--- config.mk ---
export PLATFORM = sky130hd
export DESIGN_NAME = uart_tx_ce
export DESIGN_NICKNAME = d
export VERILOG_FILES = /design/src/rtl/uart_tx_ce_pkg.sv /design/src/rtl/uart_tx_ce_seq.sv /design/src/rtl/uart_tx_ce_frame.sv /design/src/rtl/uart_tx_ce_mux.sv /design/src/rtl/uart_tx_ce.sv
export SDC_FILE = /design/constraint.sdc
export NUM_CORES = 1
export LEC_CHECK = 0
export BUFFER_PORTS_ARGS = -buffer_cell sky130_fd_sc_hd__buf_4
export CAP_MARGIN = 15
export CORE_MARGIN = 1.5
export CORE_UTILIZATION = 30
export DETAILED_ROUTE_END_ITERATION = 8
export GPL_TIMING_DRIVEN = 0
export SYNTH_ARGS = -nofsm -noshare
export SYNTH_HDL_FRONTEND = slang
export SYNTH_SLANG_ARGS = --single-unit
--- constraint.sdc ---
create_clock -name clk_i -period 2.8 [get_ports clk_i]
set_clock_uncertainty 0.05 [all_clocks]
set_input_delay 0.7 -clock clk_i [delete_from_list [all_inputs] [get_ports clk_i]]
set_output_delay 0.7 -clock clk_i [all_outputs]
set_load 0.01 [all_outputs]
--- src/rtl/uart_tx_ce_pkg.sv ---
package uart_tx_ce_pkg;
  localparam int DATA_W = 8;
  localparam int ST_W   = 4;

  typedef enum logic [ST_W-1:0] {
    ST_IDLE  = 4'd0,
    ST_START = 4'd1,
    ST_D0    = 4'd2,
    ST_D1    = 4'd3,
    ST_D2    = 4'd4,
    ST_D3    = 4'd5,
    ST_D4    = 4'd6,
    ST_D5    = 4'd7,
    ST_D6    = 4'd8,
    ST_D7    = 4'd9,
    ST_PAR   = 4'd10,
    ST_STOP  = 4'd11
  } tx_state_e;
endpackage

--- src/rtl/uart_tx_ce_seq.sv ---
module uart_tx_ce_seq
  import uart_tx_ce_pkg::*;
(
  input  logic            clk_i,
  input  logic            rst_ni,
  input  logic            tick_i,
  input  logic            send_i,
  input  logic            par_en_i,
  output logic [ST_W-1:0] state_o,
  output logic            accept_o,
  output logic            frame_end_o
);
  tx_state_e state_q, state_d;

  always_comb begin
    state_d = state_q;
    if (tick_i) begin
      unique case (state_q)
        ST_IDLE:  if (send_i) state_d = ST_START;
        ST_START: state_d = ST_D0;
        ST_D0, ST_D1, ST_D2, ST_D3, ST_D4, ST_D5, ST_D6:
                  state_d = tx_state_e'(state_q + 4'd1);
        ST_D7:    state_d = par_en_i ? ST_PAR : ST_STOP;
        ST_PAR:   state_d = ST_STOP;
        ST_STOP:  state_d = ST_IDLE;
        default:  state_d = ST_IDLE;
      endcase
    end
  end

  always_ff @(posedge clk_i or negedge rst_ni) begin
    if (!rst_ni) state_q <= ST_IDLE;
    else         state_q <= state_d;
  end

  assign state_o     = state_q;
  assign accept_o    = (state_q == ST_IDLE) && tick_i && send_i;
  assign frame_end_o = (state_q == ST_STOP) && tick_i;
endmodule

--- src/rtl/uart_tx_ce_frame.sv ---
module uart_tx_ce_frame #(
  parameter int DATA_W = uart_tx_ce_pkg::DATA_W
) (
  input  logic              clk_i,
  input  logic              rst_ni,
  input  logic              accept_i,
  input  logic [DATA_W-1:0] data_i,
  input  logic              par_en_i,
  input  logic              par_odd_i,
  output logic [DATA_W-1:0] data_q_o,
  output logic              par_en_q_o,
  output logic              par_bit_o
);
  logic [DATA_W-1:0] data_q;
  logic              par_en_q, par_odd_q;

  always_ff @(posedge clk_i or negedge rst_ni) begin
    if (!rst_ni) begin
      data_q    <= '0;
      par_en_q  <= 1'b0;
      par_odd_q <= 1'b0;
    end else if (accept_i) begin
      data_q    <= data_i;
      par_en_q  <= par_en_i;
      par_odd_q <= par_odd_i;
    end
  end

  assign data_q_o   = data_q;
  assign par_en_q_o = par_en_q;
  // even: parity equals XOR of data; odd flips it
  assign par_bit_o  = (^data_q) ^ par_odd_q;
endmodule

--- src/rtl/uart_tx_ce_mux.sv ---
module uart_tx_ce_mux
  import uart_tx_ce_pkg::*;
#(
  parameter int DATA_W = uart_tx_ce_pkg::DATA_W
) (
  input  logic [ST_W-1:0]   state_i,
  input  logic [DATA_W-1:0] data_i,
  input  logic              par_bit_i,
  output logic              txd_o
);
  logic [DATA_W-1:0] bit_sel;

  for (genvar k = 0; k < DATA_W; k++) begin : g_sel
    assign bit_sel[k] = (state_i == ST_W'(int'(ST_D0) + k));
  end

  always_comb begin
    if (|bit_sel) txd_o = |(bit_sel & data_i);
    else if (state_i == ST_START) txd_o = 1'b0;
    else if (state_i == ST_PAR)   txd_o = par_bit_i;
    else                          txd_o = 1'b1;
  end
endmodule

--- src/rtl/uart_tx_ce.sv ---
module uart_tx_ce
  import uart_tx_ce_pkg::*;
(
  input  logic              clk_i,
  input  logic              rst_ni,
  input  logic [DATA_W-1:0] data_i,
  input  logic              send_i,
  input  logic              par_en_i,
  input  logic              par_odd_i,
  input  logic              tick_i,
  output logic              txd_o,
  output logic              busy_o,
  output logic              done_o
);
  logic [ST_W-1:0]   state_q;
  logic              accept, frame_end, par_en_q, par_bit;
  logic [DATA_W-1:0] data_q;
  logic              done_q;

  uart_tx_ce_seq u_seq (
    .clk_i       (clk_i),
    .rst_ni      (rst_ni),
    .tick_i      (tick_i),
    .send_i      (send_i),
    .par_en_i    (par_en_q),
    .state_o     (state_q),
    .accept_o    (accept),
    .frame_end_o (frame_end)
  );

  uart_tx_ce_frame #(.DATA_W(DATA_W)) u_frame (
    .clk_i      (clk_i),
    .rst_ni     (rst_ni),
    .accept_i   (accept),
    .data_i     (data_i),
    .par_en_i   (par_en_i),
    .par_odd_i  (par_odd_i),
    .data_q_o   (data_q),
    .par_en_q_o (par_en_q),
    .par_bit_o  (par_bit)
  );

  uart_tx_ce_mux #(.DATA_W(DATA_W)) u_mux (
    .state_i   (state_q),
    .data_i    (data_q),
    .par_bit_i (par_bit),
    .txd_o     (txd_o)
  );

  always_ff @(posedge clk_i or negedge rst_ni) begin
    if (!rst_ni) done_q <= 1'b0;
    else         done_q <= frame_end;
  end

  assign done_o = done_q;
  assign busy_o = (state_q != ST_W'(ST_IDLE));
endmodule

# Yosys cells after proc, flatten, opt, wreduce, memory -nomap -nowiden
# Cells that the tools add are included.
# word_totals
in_bits	14
out_inout_bits	3
ff_bits	15
wordCells	36
# op_classes
n_reduce_logical	10
add_sub_neg	1
eq_ne	12
mux	6
bitwise	2
# ops
cell	count
case mux 4 bit (5 select lines)	1
== test 4 x 3 -> 1 bit (second input constant)	4
== test 4 bit (second input constant)	4
OR reduction 8 bit	2
AND 8 bit	1
== test 4 x 2 -> 1 bit (second input constant)	2
parity 8 bit	1
OR reduction 7 bit	1
adder 4 x 1 -> 4 bit (second input constant)	1
== test 4 x 1 -> 1 bit (second input constant)	1
zero test 4 bit	1
two-way mux 1 bit	4
two-way mux 4 bit	1
nonzero test 4 bit	1
logical AND 1 bit	3
inequality test 2 bit (second input constant)	1
AND reduction 2 bit	1
bitwise XOR 1 bit	1

# Depth between registers and ports, before layout
# Gate-level depths: netlist (run 1).
# logic_depth
depth_word	5
depth_mapped	8
ltp_nobuf	7

# By module
# A second synthesis (run 1) with hierarchy kept.
# hier_totals
cells_unflattened	87
area_unflattened_um2	949.7
# modules_own_cells
mod	n_inst	seq_area_each_um2	cells_each	area_per_inst_um2
uart_tx_ce_frame	1	250.2	28	450.4
uart_tx_ce_seq	1	100.1	43	371.6
uart_tx_ce_mux	1	0.0	14	95.1
uart_tx_ce	1	25.0	2	32.5

# Worst setup path before layout (run 1)
# No wires, ideal clock.
# synth_path
path_kind	register to output
startpoint	reg u_seq.state_q[0], in the netlist u_seq.state_o[0]
endpoint	out txd_o
required_ns	2.050
n_path_buf	1
path_stages_with_launch	8
setup_slack_ns	0.345
arrival_time_ns	1.705
cell_sequence	dfrtp_1 inv_1 ha_1 buf_2 or4_1 nand3_1 o21ai_0 o211ai_1
# synth_between
elab_chain_len	4
word_cells_on_any_way	16
cone_classes	eq/ne (10); mux (3); bitwise (1); reduce/logical (2)
# synth_rtl
item	line	text
from (decl)	uart_tx_ce_seq.sv:13	tx_state_e state_q, state_d;
from (signal assigned)	uart_tx_ce_seq.sv:33	else state_q <= state_d;
== test 4 x 2 -> 1 bit, or another cell as far along	uart_tx_ce_mux.sv:14	assign bit_sel[k] = (state_i == ST_W'(int'(ST_D0) + k));
AND 8 bit / two-way mux 1 bit (equally long branches)	uart_tx_ce_mux.sv:18, uart_tx_ce_mux.sv:20	
OR reduction 8 bit / two-way mux 1 bit (equally long branches)	uart_tx_ce_mux.sv:18, uart_tx_ce_mux.sv:19	
two-way mux 1 bit (*)	uart_tx_ce_mux.sv:18	if (|bit_sel) txd_o = |(bit_sel & data_i);
to (decl)	uart_tx_ce.sv:11	output logic txd_o,
# Every way passes the cells marked *; elsewhere a longest branch is shown, timed or not.

# Worst setup path after layout (run 1)
# Ends and elaborated chain as after synthesis.

==> impl_results.md, run 1 <==
* Crit Path Category: reg -> out
* IO Port Bufs at 16
* Top FF cell, synth: dfrtp_1
* Area share of the largest cell type after synthesis at 39.6%
* Reg2Reg Setup Slack at 710 ps
* Critical Path RT at 2050 ps
* Initial antenna violation count at 0
* Hold Slack at 189 ps
* Slew margin rel. at 70.8%
* X dimension of the die at 59.2 um
* Worst Hold Class: in -> async
* WP data arrival at 1990 ps
* Post-synth EDFFs at 0
* Total die area at 3500 um2
* Global-route usage over all layers at 12.2%
* Status: complete, no violations
* Synthesized Nets at 105
* Total number of placement rows at 20
* Worst-skew pair later-pin latency at 290 ps
* CTS root buf: clkbuf_4
* Die H at 59.2 um
* Asr flop ratio synth at 100%
* Drc violations at 0
* Most numerous cell in the Yosys netlist: dfrtp_1
* RD Place Congestion at 0.851
* Final Hold Fails at 0
* Vias in the first global route at 754
* CTS Sinks at 15
* Final core occ at 39.8%
* Net count, final at 128
* Yosys reg bits at 15
* Post-placement cell count at 147
* Antenna fix cells at 0
* Synth warn at 0
* Grt ovf at 0
* DP Area at 1120 um2
* Fin crit period at 2740 ps
* Unrepaired setup endpoints after global routing: no
* Post-Syn Instances at 87
* Max Fanout on Critical Path at 4
* Starting DRT DRC Count at 10
* Core area at 3030 um2
* DRT Pass-1 Iters at 4
* Max-cap violations at 0
* Tightest Pin Transition at 438 ps
* ANT nets after route at 0
* Sum Neg Setup Slack at 0 ps
* Pleak at 0.521 nW
* Worst setup EP type: output pin
* PwrDens at 1110 nW/um2
* Non-filler cells, final at 153
* Crit Reg-Reg Endpoint: u_frame.data_q_o[0]$_DFFE_PN0P_
* Final period util at 97.8%
* Peak Freq at 365 MHz
* WL per Instance at 13.3 um
* Final wirelength at 2030 um
* CP startpoint kind: register
* CTS Buffer Depth at 2
* First-pass GRT wire length at 3210 um
* Mean Syn Cell Area at 10.9 um2
* Peak VDD IR at 0.323 mV
* Worst-path clk slew at 100 ps
* Filler cells at 324
* Proportion of layout cells with a drive suffix above 1 at 41.3%
* Top post-synthesis cells by area: dfrtp_1 (40%), mux2_2 (11%), ha_1 (5.3%), xnor2_1 (3.7%), a22o_1 (2.8%)
* Register area share after synthesis at 39.6%
* Post-route cell area at 1200 um2
* Commonest cells in the synthesized netlist: dfrtp_1 (15), mux2_2 (9), o21ai_0 (5)
* R2R cell count at 6
* H-tree depth at 1
* # IOs at 17
* Yosys top cell by area: dfrtp_1
* Area Overhead vs Synth at 27.2%
* Crit Reg-Reg Startpoint: u_seq.state_o[1]$_DFFE_PN0P_
* Starting Density at 31.3%
* Vias at 765
* Fin. max-slew vios at 0
* Mapped cell area at 947 um2
* Final HPWL DP at 1440 um
* CTS tree: built
* Largest net degree at the start of global routing at 16
* Synth cell types at 39
* Inserted Clock Buffers at 3
* Setup violators final at 0
* Via/cell ratio at 5.00
==> cells by family (layout without fill, tap and decap cells) <==
family / after synthesis / in the layout / synth area share [%]
xor gates and xnor gates: 7 / 7 / 7.93
AOI/OAI and AO/OA: 23 / 23 / 17.8
adders and majority gates: 4 / 4 / 5.28
and+or+nand+nor: 18 / 18 / 12.5
buffers and inverters: 9 / 31 / 3.83
muxes: 11 / 11 / 12.9
DFF: 15 / 15 / 39.6
==> flip-flops by register name, indices dropped and copies added (netlist names) <==
| name | flops |
|---|---|
| u_frame.data_q_o | 8 |
| u_seq.state_o | 4 |
| done_o | 1 |
| u_frame.par_en_q_o | 1 |
| u_frame.par_odd_q | 1 |
==> where the power goes <==
part,switching [mW],total (mW),internal [mW]
clock network,0.0745,0.130,0.0554
logic,0.360,0.813,0.453
registers,0.0887,0.398,0.310
total,0.524,1.34,0.818
==> worst max path at each step <==
stage,endpoint,cells after the start,startpoint,slack [ps]
after floorplan,txd_o,7,u_seq.state_o[0]$_DFFE_PN0P_,340
after global placement,txd_o,8,u_seq.state_o[0]$_DFFE_PN0P_,130
after detailed placement,txd_o,8,u_seq.state_o[0]$_DFFE_PN0P_,80
after CTS,txd_o,8,u_seq.state_o[0]$_DFFE_PN0P_,10
after global routing,txd_o,6,u_seq.state_o[1]$_DFFE_PN0P_,6
final,txd_o,6,u_seq.state_o[0]$_DFFE_PN0P_,60
==> critical path: stages (launching register included) <==
cell and delay, ps:
dfrtp_2 460, ha_4 180, or4_4 550, nand3_4 90
o21ai_1 70, o211ai_1 200, buf_4 150
==> area by class of cell <==
type	count	area, um2	share of cell area [%]
Inverter	5	18.8	1.56
Timing Repair Buffer	20	150	12.5
Buffer	2	7.51	0.623
Sequential cell	15	378	31.4
Clock buffer	4	26.3	2.18
Tap cell	44	55.1	4.57
Multi-Input combinational cell	63	569	47.2
==> cells in the final DEF, fill, tap and decap left out, drive strengths merged, types with 3 or more instances in the layout <==
master | Yosys | layout
a22o | 3 | 3
buf | 3 | 21
clkbuf | 1 | 5
dfrtp | 15 | 15
ha | 4 | 4
inv | 5 | 5
mux2 | 10 | 10
nand2 | 4 | 4
o21ai | 6 | 6
o22ai | 3 | 3
xnor2 | 4 | 4
==> per-stage QoR <==
step,worst slack (ps),total power [mW]
2_1_floorplan,345,0.963
3_3_place_gp,128,1.11
3_5_place_dp,81.7,1.13
4_1_cts,14.2,1.32
5_1_grt,6.02,1.44
6_report,61.9,1.34
==> routing by layer <==
layer,vias to the layer above,routed length (um),track usage [%]
li1,363,-,-
met4,0,43,6.17
met3,7,124,2.40
met5,-,0,0
met1,371,891,15.0
met2,24,972,20.1
==> timing repair <==
item,CTS,global route
pin swaps,1,3
hold buffers,0,0
endpoints found under the hold margin,0,0
endpoints found under the setup margin,1,1
setup buffers,2,2
resized for setup,6,6
No activity file was read; power rests on OpenSTA's default activity.
==> inputs of run 2 (changes only) <==
==> constraint.sdc (replaced) <==
create_clock -name clk_i -period 2.8 [get_ports clk_i]
set_clock_uncertainty 0.05 [all_clocks]
set_input_delay 0.56 -clock clk_i [delete_from_list [all_inputs] [get_ports clk_i]]
set_output_delay 0.56 -clock clk_i [all_outputs]
set_load 0.01 [all_outputs]
==> impl_results.md, run 2 (synthesis results as in run 1) <==
* ANT nets after route at 0 (unchanged)
* Tightest Pin Transition at 471 ps (was 438 ps)
* Max-cap violations at 0 (unchanged)
* Peak VDD IR at 0.326 mV (was 0.323 mV)
* Antenna fix cells at 0 (unchanged)
* Net count, final at 128 (unchanged)
* Area of the multi-input gates at 557 um2 (was 569 um2)
* Vias in the first global route at 734 (was 754)
* Commonest cells after routing, fill and taps aside: buf_4 (19), dfrtp_1 (15), mux2_2 (9) (was buf_4 (20), dfrtp_1 (13), mux2_2 (9))
* Vias at 737 (was 765)
* Fin. max-slew vios at 0 (unchanged)
* H-tree depth at 1 (unchanged)
* Peak Freq at 363 MHz (was 365 MHz)
* Final wirelength at 2060 um (was 2030 um)
* Drc violations at 0 (unchanged)
* Worst-path clk slew at 100 ps (about the same)
* Final period util at 98.5% (was 97.8%)
* Grt ovf at 0 (unchanged)
* Via/cell ratio at 4.82 (was 5.00)
* Starting DRT DRC Count at 6 (was 10)
* FF/Latch Area at 375 um2 (was 378 um2)
* Final HPWL DP at 1440 um (unchanged)
* Total number of placement rows at 20 (unchanged)
* Slew margin rel. at 68.6% (was 70.8%)
* IO Port Bufs at 16 (unchanged)
* CTS root buf: clkbuf_4 (unchanged)
* Core area at 3030 um2 (unchanged)
* Slowest stage cell on the critical path: dfrtp_1 (was or4_4)
* X dimension of the die at 59.2 um (unchanged)
* Crit Path Category: reg -> out (unchanged)
* Proportion of layout cells with a drive suffix above 1 at 38.5% (was 41.3%)
* Max Fanout on Critical Path at 8 (was 4)
* PwrDens at 1120 nW/um2 (was 1110 nW/um2)
* Setup violators final at 0 (unchanged)
* Pleak at 0.522 nW (was 0.521 nW)
* Worst-skew pair later-pin latency at 290 ps (about the same)
* Starting Density at 31.3% (unchanged)
* WP data arrival at 2150 ps (was 1990 ps)
* WL per Instance at 13.5 um (was 13.3 um)
* Post-route cell area at 1190 um2 (was 1200 um2)
* Filler cells at 324 (unchanged)
* Inserted Clock Buffers at 3 (unchanged)
* CTS Buffer Depth at 2 (unchanged)
* CP Cell Sequence: inv_1 > ha_1 > buf_2 > nor3_1 > o21ai_0 > nand3_4 > o21ai_0 > o211ai_1 > buf_4 (was ha_4 > or4_4 > nand3_4 > o21ai_1 > o211ai_1 > buf_4)
* Buf/Inv on CP at 3 (was 1)
* Tot Pwr at 1.33 mW (was 1.34 mW)
* Total die area at 3500 um2 (unchanged)
* Max incr delay on CP at 440 ps (was 550 ps)
* Crit-path leading delay family: compound AO/OA/AOI/OAI gates (was simple AND/OR/NAND/NOR gates)
* Reg2Reg Setup Slack at 620 ps (was 710 ps)
* Final Hold Fails at 0 (unchanged)
* Global-route usage over all layers at 11.8% (was 12.2%)
* Sum Neg Setup Slack at 0 ps (unchanged)
* Most common cell after layout, fill and taps aside: buf_4 (unchanged)
* Worst setup EP type: output pin (unchanged)
* First-pass GRT wire length at 3130 um (was 3210 um)
* CTS Sinks at 15 (unchanged)
* Hold Buf Count CTS at 0 (unchanged)
* Status: complete, no violations (unchanged)
* Fin crit period at 2760 ps (was 2740 ps)
* Area Overhead vs Synth at 25.4% (was 27.2%)
* CTS tree: built (unchanged)
* Initial antenna violation count at 0 (unchanged)
* Most used cell, CP: o21ai_0
* DP Area at 1120 um2 (unchanged)
* Max reg flops at 8 (unchanged)
* Worst Hold Class: in -> async (unchanged)
* Crit Reg-Reg Startpoint: u_seq.state_o[1]$_DFFE_PN0P_ (unchanged)
* Largest net degree at the start of global routing at 16 (unchanged)
* Critical Path RT at 2190 ps (was 2050 ps)
* Critical Path Source: u_seq.state_o[1]$_DFFE_PN0P_ (was u_seq.state_o[0]$_DFFE_PN0P_)
* CP startpoint kind: register (unchanged)
* Die H at 59.2 um (unchanged)
* DRT Pass-1 Iters at 4 (unchanged)
* RD Place Congestion at 0.851 (unchanged)
* # IOs at 17 (unchanged)
==> run 2: cell counts in the layout (fill, tap and decap cells not counted) <==
No cell type changed its count.
==> run 2: repair_timing <==
| action | CTS | global route |
|---|---|---|
| setup endpoints to repair | 1 | 1 |
| hold endpoints to repair | 0 | 0 |
| pin swaps | 0 | 2 |
| gates resized for setup | 1 | 5 |
| cloned | 0 | 0 |
| buffers inserted | 1 | 2 |
==> run 2: worst paths after layout <==
| check | to | cells after the start |
|---|---|---|
| max reg2reg | u_seq.state_o[3]$_DFFE_PN0P_ | 9 |
| max in group asynchronous | u_frame.data_q_o[1]$_DFFE_PN0P_ | 1 |
| min in group clk_i | u_frame.par_en_q_o$_DFFE_PN0P_ | 2 |
| max | txd_o | 9 |
| min reg2reg | u_frame.par_en_q_o$_DFFE_PN0P_ | 1 |
| min | u_seq.state_o[3]$_DFFE_PN0P_ | 1 |
==> run 2: final cells by class <==
cell class / count / area share, %
repair buffers: 19 / 12.0
plain buffers: 3 / 1.05
inverters: 5 / 1.58
clock buffers: 4 / 2.21
flip-flops and latches: 15 / 31.6
well taps: 44 / 4.64
multi-input cells: 63 / 46.9
==> run 2: stage by stage <==
step | hold WS (ps) | worst slack, ps | cells | utilization [%]
final | 55.9 | 42.1 | 153 | 39.2
after global routing | 54.9 | -41.9 | 153 | 39.2
after CTS | 58.0 | 9.18 | 152 | 38.3
after floorplan | 214 | 485 | 87 | -
after detailed placement | 381 | 222 | 147 | 37.1
after global placement | 376 | 268 | 147 | 37.1
==> run 2: metal layers <==
layer	part of all wire [%]	GRT usage, %	up-vias
li1	-	-	358
met1	45	15.0	354
met2	48	18.8	21
met3	5.6	2.40	4
met4	1.5	6.17	0
met5	0	0	-
==> run 2: report_power, final <==
| part | switching, mW | internal [mW] |
|---|---|---|
| registers | 0.0839 | 0.307 |
| logic | 0.364 | 0.452 |
| clock network | 0.0726 | 0.0553 |
| total | 0.521 | 0.814 |
